### src/rtl/dock_ring_pkg.sv
package dock_ring_pkg;

  localparam int WORD_W = 26;
  localparam int CNT_W  = 7;
  localparam int CLS_HI = 25;
  localparam int CLS_LO = 23;

  typedef enum logic [1:0] {
    KIND_PLAIN  = 2'd0,
    KIND_CLOG   = 2'd1,
    KIND_UNCLOG = 2'd2,
    KIND_KILL   = 2'd3
  } kind_e;

  typedef enum logic [1:0] {
    ACT_RETIRE  = 2'b00,
    ACT_REQUEUE = 2'b01,
    ACT_REPEAT  = 2'b10,
    ACT_DROP    = 2'b11
  } act_e;

  // class field of a word
  function automatic kind_e kind_of(input logic [WORD_W-1:0] w);
    case (w[CLS_HI:CLS_LO])
      3'b001:  return KIND_CLOG;
      3'b010:  return KIND_UNCLOG;
      3'b011:  return KIND_KILL;
      default: return KIND_PLAIN;
    endcase
  endfunction

  // replace the count field of a word
  function automatic logic [WORD_W-1:0] set_count(input logic [WORD_W-1:0] w,
                                                  input logic [CNT_W-1:0]  c);
    return {w[WORD_W-1:CNT_W], c};
  endfunction

endpackage

### src/rtl/dock_ring_store.sv
module dock_ring_store #(
  parameter int DEPTH = 8,
  parameter int W     = 26,
  localparam int AW   = (DEPTH > 1) ? $clog2(DEPTH) : 1
) (
  input  logic          clk,
  input  logic          wa_en,
  input  logic [AW-1:0] wa_idx,
  input  logic [W-1:0]  wa_data,
  input  logic          wb_en,
  input  logic [AW-1:0] wb_idx,
  input  logic [W-1:0]  wb_data,
  input  logic [AW-1:0] rd_idx,
  output logic [W-1:0]  rd_data
);

  logic [W-1:0] mem_q [DEPTH];

  // port A (tail) wins over port B (head); the controller never aims both at one slot
  always_ff @(posedge clk) begin
    for (int i = 0; i < DEPTH; i++) begin
      if (wa_en && (wa_idx == AW'(i))) begin
        mem_q[i] <= wa_data;
      end else if (wb_en && (wb_idx == AW'(i))) begin
        mem_q[i] <= wb_data;
      end
    end
  end

  assign rd_data = mem_q[rd_idx];

endmodule

### src/rtl/dock_ring_ptrs.sv
module dock_ring_ptrs #(
  parameter int DEPTH = 8,
  localparam int AW   = (DEPTH > 1) ? $clog2(DEPTH) : 1,
  localparam int OW   = $clog2(DEPTH + 1)
) (
  input  logic          clk,
  input  logic          rst_n,
  input  logic          push,
  input  logic          pop,
  output logic [AW-1:0] head_idx,
  output logic [AW-1:0] tail_idx,
  output logic [OW-1:0] occ,
  output logic          empty,
  output logic          full
);

  localparam bit            POW2     = (DEPTH > 1) && ((DEPTH & (DEPTH - 1)) == 0);
  localparam logic [OW-1:0] OCC_FULL = OW'(DEPTH);
  localparam logic [AW-1:0] IDX_LAST = AW'(DEPTH - 1);

  logic [AW-1:0] head_q, tail_q, head_inc, tail_inc, head_d, tail_d;
  logic [OW-1:0] occ_q, occ_d;

  generate
    if (POW2) begin : g_wrap_free
      assign head_inc = head_q + 1'b1;
      assign tail_inc = tail_q + 1'b1;
    end else begin : g_wrap_cmp
      assign head_inc = (head_q == IDX_LAST) ? '0 : head_q + 1'b1;
      assign tail_inc = (tail_q == IDX_LAST) ? '0 : tail_q + 1'b1;
    end
  endgenerate

  always_comb begin
    head_d = pop  ? head_inc : head_q;
    tail_d = push ? tail_inc : tail_q;
    occ_d  = occ_q;
    if (push && !pop) begin
      occ_d = occ_q + 1'b1;
    end else if (pop && !push) begin
      occ_d = occ_q - 1'b1;
    end
  end

  always_ff @(posedge clk or negedge rst_n) begin
    if (!rst_n) begin
      head_q <= '0;
      tail_q <= '0;
      occ_q  <= '0;
    end else begin
      if (pop)         head_q <= head_d;
      if (push)        tail_q <= tail_d;
      if (push != pop) occ_q  <= occ_d;
    end
  end

  assign head_idx = head_q;
  assign tail_idx = tail_q;
  assign occ      = occ_q;
  assign empty    = (occ_q == '0);
  assign full     = (occ_q == OCC_FULL);

endmodule

### src/rtl/dock_ring_ctrl.sv
module dock_ring_ctrl
  import dock_ring_pkg::*;
#(
  parameter int W  = WORD_W,
  parameter int CW = CNT_W
) (
  input  logic         clk,
  input  logic         rst_n,
  input  logic         in_valid,
  input  logic [W-1:0] in_data,
  output logic         in_ready,
  input  logic         empty,
  input  logic         full,
  input  logic [W-1:0] head_word,
  output logic         exec_valid,
  input  logic         exec_ready,
  input  logic [1:0]   exec_action,
  input  logic [CW-1:0] exec_count,
  output logic         push_en,
  output logic [W-1:0] push_word,
  output logic         pop_en,
  output logic         head_we,
  output logic [W-1:0] head_upd
);

  kind_e         in_kind, head_kind;
  act_e          act;
  logic          kill_wait, kill_go, kill_last, unclog_go;
  logic          fire, do_requeue, do_repeat, do_retire, plain_ok;
  logic          lock_q, lock_d;
  logic [CW-1:0] kill_done_q, kill_done_d;
  logic [W-1:0]  head_next;

  always_comb begin
    in_kind    = kind_of(in_data);
    head_kind  = kind_of(head_word);
    act        = act_e'(exec_action);

    // a kill at the insertion point holds back new offers
    kill_wait  = in_valid && (in_kind == KIND_KILL);
    exec_valid = !empty && (head_kind != KIND_CLOG) && (!kill_wait || lock_q);
    fire       = exec_valid && exec_ready;
    do_requeue = fire && (act == ACT_REQUEUE);
    do_repeat  = fire && (act == ACT_REPEAT);
    do_retire  = fire && !do_requeue && !do_repeat;
    head_next  = set_count(head_word, exec_count);

    // kill removes one head entry per cycle once no offer is outstanding
    kill_go    = kill_wait && !lock_q && !empty && (head_kind != KIND_CLOG);
    kill_last  = kill_go && (kill_done_q == in_data[CW-1:0]);

    // unclog pairs with a clog at the execution point
    unclog_go  = in_valid && (in_kind == KIND_UNCLOG) && !empty && (head_kind == KIND_CLOG);

    // plain words and clogs are stored; a requeue owns the tail slot
    plain_ok   = ((in_kind == KIND_PLAIN) || (in_kind == KIND_CLOG)) && !full && !do_requeue;
    in_ready   = plain_ok || kill_last || unclog_go;

    push_en    = do_requeue || (in_valid && plain_ok);
    push_word  = do_requeue ? head_next : in_data;
    pop_en     = do_retire || do_requeue || kill_go || unclog_go;
    head_we    = do_repeat;
    head_upd   = head_next;

    lock_d     = exec_valid && !exec_ready;
    kill_done_d = kill_done_q;
    if (kill_last) begin
      kill_done_d = '0;
    end else if (kill_go) begin
      kill_done_d = kill_done_q + 1'b1;
    end
  end

  always_ff @(posedge clk or negedge rst_n) begin
    if (!rst_n) begin
      lock_q      <= 1'b0;
      kill_done_q <= '0;
    end else begin
      lock_q <= lock_d;
      if (kill_go) kill_done_q <= kill_done_d;
    end
  end

endmodule

### src/rtl/dock_ring.sv
module dock_ring
  import dock_ring_pkg::*;
#(
  parameter int DEPTH = 8,
  localparam int AW   = (DEPTH > 1) ? $clog2(DEPTH) : 1,
  localparam int OW   = $clog2(DEPTH + 1)
) (
  input  logic              clk,
  input  logic              rst_n,
  input  logic              in_valid,
  output logic              in_ready,
  input  logic [WORD_W-1:0] in_data,
  output logic              exec_valid,
  input  logic              exec_ready,
  output logic [WORD_W-1:0] exec_instr,
  input  logic [1:0]        exec_action,
  input  logic [CNT_W-1:0]  exec_count
);

  logic [AW-1:0]     head_idx, tail_idx;
  logic [OW-1:0]     occ;
  logic              empty, full;
  logic              push_en, pop_en, head_we;
  logic [WORD_W-1:0] push_word, head_upd, head_word;

  dock_ring_ptrs #(.DEPTH(DEPTH)) u_ptrs (
    .clk      (clk),
    .rst_n    (rst_n),
    .push     (push_en),
    .pop      (pop_en),
    .head_idx (head_idx),
    .tail_idx (tail_idx),
    .occ      (occ),
    .empty    (empty),
    .full     (full)
  );

  dock_ring_store #(.DEPTH(DEPTH), .W(WORD_W)) u_store (
    .clk     (clk),
    .wa_en   (push_en),
    .wa_idx  (tail_idx),
    .wa_data (push_word),
    .wb_en   (head_we),
    .wb_idx  (head_idx),
    .wb_data (head_upd),
    .rd_idx  (head_idx),
    .rd_data (head_word)
  );

  dock_ring_ctrl #(.W(WORD_W), .CW(CNT_W)) u_ctrl (
    .clk         (clk),
    .rst_n       (rst_n),
    .in_valid    (in_valid),
    .in_data     (in_data),
    .in_ready    (in_ready),
    .empty       (empty),
    .full        (full),
    .head_word   (head_word),
    .exec_valid  (exec_valid),
    .exec_ready  (exec_ready),
    .exec_action (exec_action),
    .exec_count  (exec_count),
    .push_en     (push_en),
    .push_word   (push_word),
    .pop_en      (pop_en),
    .head_we     (head_we),
    .head_upd    (head_upd)
  );

  assign exec_instr = head_word;

endmodule

### config.mk
export PLATFORM = sky130hd
export DESIGN_NAME = dock_ring
export DESIGN_NICKNAME = d
export VERILOG_FILES = /design/src/rtl/dock_ring_pkg.sv /design/src/rtl/dock_ring_store.sv /design/src/rtl/dock_ring_ptrs.sv /design/src/rtl/dock_ring_ctrl.sv /design/src/rtl/dock_ring.sv
export SDC_FILE = /design/constraint.sdc
export NUM_CORES = 1
export LEC_CHECK = 0
export ABC_AREA = 1
export BUFFER_PORTS_ARGS = -buffer_cell sky130_fd_sc_hd__buf_4
export CAP_MARGIN = 0
export CORE_UTILIZATION = 40
export CTS_BUF_LIST = sky130_fd_sc_hd__clkbuf_8
export DETAILED_ROUTE_END_ITERATION = 6
export SETUP_SLACK_MARGIN = 0.5
export SLEW_MARGIN = 25
export SYNTH_ARGS = -nofsm -noshare
export SYNTH_HDL_FRONTEND = slang
export SYNTH_SLANG_ARGS = --single-unit
### constraint.sdc
create_clock -name clk -period 5.2 [get_ports clk]
set_input_delay 0.78 -clock clk [delete_from_list [all_inputs] [get_ports clk]]
set_output_delay 0.78 -clock clk [all_outputs]
set_load 0.01 [all_outputs]
* After elaboration in Yosys (flattened, before gate mapping)
Memories as Yosys holds them, arrays and structs flattened. Cells that the tools add are included.
Cells by class: $add $sub $neg 5, eq/ne operators 30, muxes and demuxes 54, bitwise operators 8, reductions and logical operators 60
Operators by type and width (count):
- $mux W26 | 9
- $mux W1 | 40
- $logic_and A1 B1 Y1 | 37
- $eq A3 B2 Y1 const B | 8
- $eq A3 B3 Y1 const B | 8
- $eq A3 B1 Y1 const B | 4
- $pmux W2 S3 | 2
- $logic_not A1 Y1 | 9
- $logic_or A1 B1 Y1 | 8
- $mux W4 | 2
- $or A1 B1 Y1 | 8
- $add A7 B1 Y7 const B | 1
- $eq A7 B7 Y1 | 1
- $mux W7 | 1
- $add A3 B1 Y3 const B | 2
- $eq A2 B1 Y1 const B | 3
- $eq A2 B2 Y1 const B | 3
- $logic_not A3 Y1 | 2
- $add A4 B1 Y4 const B | 1
- $eq A4 B4 Y1 const B | 1
- $logic_not A4 Y1 | 1
- $sub A4 B1 Y4 const B | 1
- $logic_not A2 Y1 | 1
- $ne A2 B1 Y1 const B | 1
- other kinds (3) | 3
Word-level totals: bits in registers 18, RAM bits 208, memories 1
Memory list:
- u_store.mem_q | depth 8, bits a word 26, rd ports 1, clocked after memory_dff 0, write ports 8, line dock_ring_store.sv:17 | logic [W-1:0] mem_q [DEPTH];

* Logic depth before layout (Yosys ltp)
depth after elaboration 19, gate-level depth with buffers 20

* Cells and area by module
From an unflattened synthesis, not the netlist that was laid out.
Unflattened totals: cells, all modules 1737, area total of the unflattened synthesis 13764.5 um^2
Modules (own cells, without submodules):
- dock_ring_store | times used 1, cells an instance 1460, area each 11776.3 um^2
- dock_ring_ctrl | times used 1, cells an instance 221, area each 1456.4 um^2
- dock_ring_ptrs | times used 1, cells an instance 56, area each 531.8 um^2

* Least setup slack after synthesis
No wires, ideal clock.
path kind flip-flop to flip-flop, start point register u_ptrs.head_q[0] (netlist: u_ptrs.head_idx[0]), end point memory u_store.mem_q[0][0] (enable), arrival 3631 ps, path slack 1124 ps, cell stages (with the launch flop) 9, buffers on the path 4, cell sequence dfrtp_1 -> inv_2 -> buf_6 -> buf_2 -> clkbuf_1 -> clkbuf_1 -> ha_1 -> nand2_1 -> o21ai_0
RTL lines:
- from (decl) | line dock_ring_ptrs.sv:21 | logic [AW-1:0] head_q, tail_q, head_inc, tail_inc, head_d, tail_d;
- from (signal assigned) | line dock_ring_ptrs.sv:47 | head_q <= '0;
- from (signal assigned) | line dock_ring_ptrs.sv:51 | if (pop) head_q <= head_d;
- to (decl) | line dock_ring_store.sv:17

==> flow_summary.toml <==
[worst_setup_path]
worstSetupEndpoint = "u_store.mem_q[3][5]"
crit_path_top_delay_cell = "o21bai_4"
r2r_setup_slack_ns = 0.77
crit_family = "simple AND/OR/NAND/NOR gates"
r2r_end = "u_store.mem_q[3][5]"
worstPathBufferInverterCount = 2
cp-end-kind = "flop"
worstSetupPathDepth = 12
path_common_cell = "nand2_1"
crit_chain = "buf_4 > nand2_1 > nand3_1 > nand2_1 > nand2_1 > nand2_1 > nand3_2 > nand4_4 > o21bai_4 > nand2_2 > o21ai_4 > buf_4"
startpoint_type = "flop"
criticalPathCategory = "reg -> reg"
crit_start = "u_ptrs.head_idx[0]"
r2r_cells = 12
crit_path_max_fanout = 45
reg2reg_from = "u_ptrs.head_idx[0]"
max_stage_delay_ns = 0.61
critPathArrivalTime_ns = 4.64
cp_data_required_time_ns = 5.42

[die]
fp.coreArea_um2 = 31800
row_count = 65
start_util_pct = 40.9
die_h_um = 182
die_w_um = 182
dieArea_um2 = 33300
io_pins = 67

[routing]
drt_first_pass_iters = 5
route.detailed.drc = 0
viasPerCell = 5.59
wl_mm = 44.1
drt_iter0_drc = 1377
num_vias = 11600
wl_per_cell_um = 21.2
ant_nets = 0

[global_route]
grt_max_degree = 69
grt_pass1_wl_mm = 66.5
grt_overflow = 0
grt_pass1_vias = 11000
grt_usage_pct = 26.7
antenna_found_initial = 0

[synthesis]
synth-edff-count = 208
synth_seq_area_share_pct = 51.5
synthSimpleGateAreaFrac_pct = 31.9
synth_most_common_cell = "nand2_1"
synth_top_family_by_area = "simple AND/OR/NAND/NOR gates"
syn_area_per_cell_um2 = 8.23
synthesis.nets = 1637
synthTopCellsByArea = "edfxtp_1, nand2_1, nand3_1, nor2_1, o21ai_0"
synth_mux_area_share_pct = 0
yosys.cell_types.count = 39
synthAdderAreaFrac_pct = 1.69
ys_async_sr_fraction_pct = 7.96
ys.flop_type = "edfxtp_1"
synth_top_area_cell = "edfxtp_1"
yosysTopAreaCellShare_pct = 48.0
netlist_area_um2 = 13000
yosysWarningCount = 0
synth_compound_area_share_pct = 8.62
yosys-top-cells-count = "nand2_1, nand3_1, edfxtp_1"
netlist_instances = 1581
synth_xor_xnor_area_share_pct = 0.942
ys_seq_elements = 226

[sta]
fin_crit_ns = 4.43
setup_violations = 0
finalHoldViolations = 0
tightest_slew_ns = 0.876
max_freq_ghz = 0.226
final.setup.tns_ns = 0
finalMaxSlewViolations = 0
period_share_pct = 85.1
rsz0062_at_grt = "no"
finClkSkew_ns = 0.0300
max-slew-margin-rel_pct = 41.6

[place]
placedCellCount = 2014
io_buffers = 66
dp_hpwl_mm = 25.8
routabilityCongestion = 0.875

[clocking]
insertion_delay_ns = 0.56
cts_tree = "built"
post_cts_buffers = 0
max-clock-path-buffers = 3
clk_pin_slew_ns = 0.07
cts_buffers = 40
clock-sinks = 226
ctsResizeCount = 0
postCtsHoldBufs = 0
h-tree-depth = 2
root_buffer = "clkbuf_8"

[final_layout]
fin_nets = 1677
area_growth_pct = 13.1
drive_above_1_share_pct = 12.6
antennaDiodeCount = 0
stdcell_count = 2082
finish.utilization_pct = 46.3

[job]
maxCapViolCount = 0

[pwr]
peakVddDrop_v = 0.000250
powerDensity_nw_per_um2 = 533
power_leakage_uw = 0.00632

[status]
status = "finished, final reports clean"

[min_path]
hold_path_class = "in -> async"
-- flip-flops by register name, summed over array words and instances (netlist names) --
name / count
u_ctrl.lock_q: 1
u_ptrs.tail_idx: 3
u_ptrs.occ: 4
u_store.mem_q: 208
u_ctrl.kill_done_q: 7
u_ptrs.head_idx: 3
-- worst min-delay path by stage --
stage,startpoint,depth (start not counted),to
floorplan,u_ptrs.occ[3],1,u_ptrs.occ[3]
global placement,u_ptrs.occ[3],1,u_ptrs.occ[3]
detailed placement,u_ptrs.occ[3],1,u_ptrs.occ[3]
CTS,rst_n,1,u_ptrs.head_idx[1]
global route,rst_n,1,u_ptrs.head_idx[1]
finish,rst_n,1,u_ptrs.head_idx[2]
-- kinds of logic after synthesis --
logic type	count (synthesis)
simple gates	973
flops	226
compound gates	188
buf+inv	163
fa+ha+maj	17
xor+xnor	14
-- cell type report --
type                       count  area, um^2
clock buffer                  41         564
clock inverter                27         105
fill                        3133       17100
inverter                      58         220
multi-input combinational   1192        5710
sequential                   226        6700
tap                          435         544
timing repair buffer         103         873
-- layer usage --
layer	wire length [um]	part of all wire (%)	track usage, %	vias to the layer above
met5	0	0	0	-
met4	1690	3.8	12.0	0
met3	3920	8.9	4.17	118
met2	20500	46	42.9	649
met1	18000	41	35.6	5456
li1	-	-	-	5408
-- through the flow --
stage | instance area (um^2) | hold WS [ns] | setup slack [ns] | total power (uW)
2_1_floorplan | 13000 | 0.464 | 1.12 | 4940
3_3_place_gp | 13900 | 0.481 | 0.933 | 6260
3_5_place_dp | 14000 | 0.490 | 0.899 | 6360
4_1_cts | 14700 | 0.105 | 0.873 | 7820
5_1_grt | 14700 | 0.115 | 0.547 | 8310
6_report | 14700 | 0.107 | 0.774 | 7840
-- cell usage in the layout, fill, tap and decap left out, drive strengths merged --
master / n
nand2: 544
nand3: 230
edfxtp: 208
nor2: 189
o21ai: 133
buf: 103
inv: 78
clkbuf: 41
o22ai: 23
a31oi: 23
dfrtp: 18
ha: 16
xor2: 11
clkinv: 7
nor3: 4
a21oi: 4
xnor2: 3
nor3b: 2
nand4: 2
o21bai: 1
nor4: 1
and3: 1
o211ai: 1
o21a: 1
a21o: 1
o31ai: 1
fa: 1
-- report_power, final --
| part | total (uW) | internal (uW) | switching [uW] |
|---|---|---|---|
| Clock | 1470 | 725 | 743 |
| Sequential | 2600 | 2440 | 152 |
| Combinational | 3780 | 1160 | 2620 |
Power figures use the tool's default switching activity.
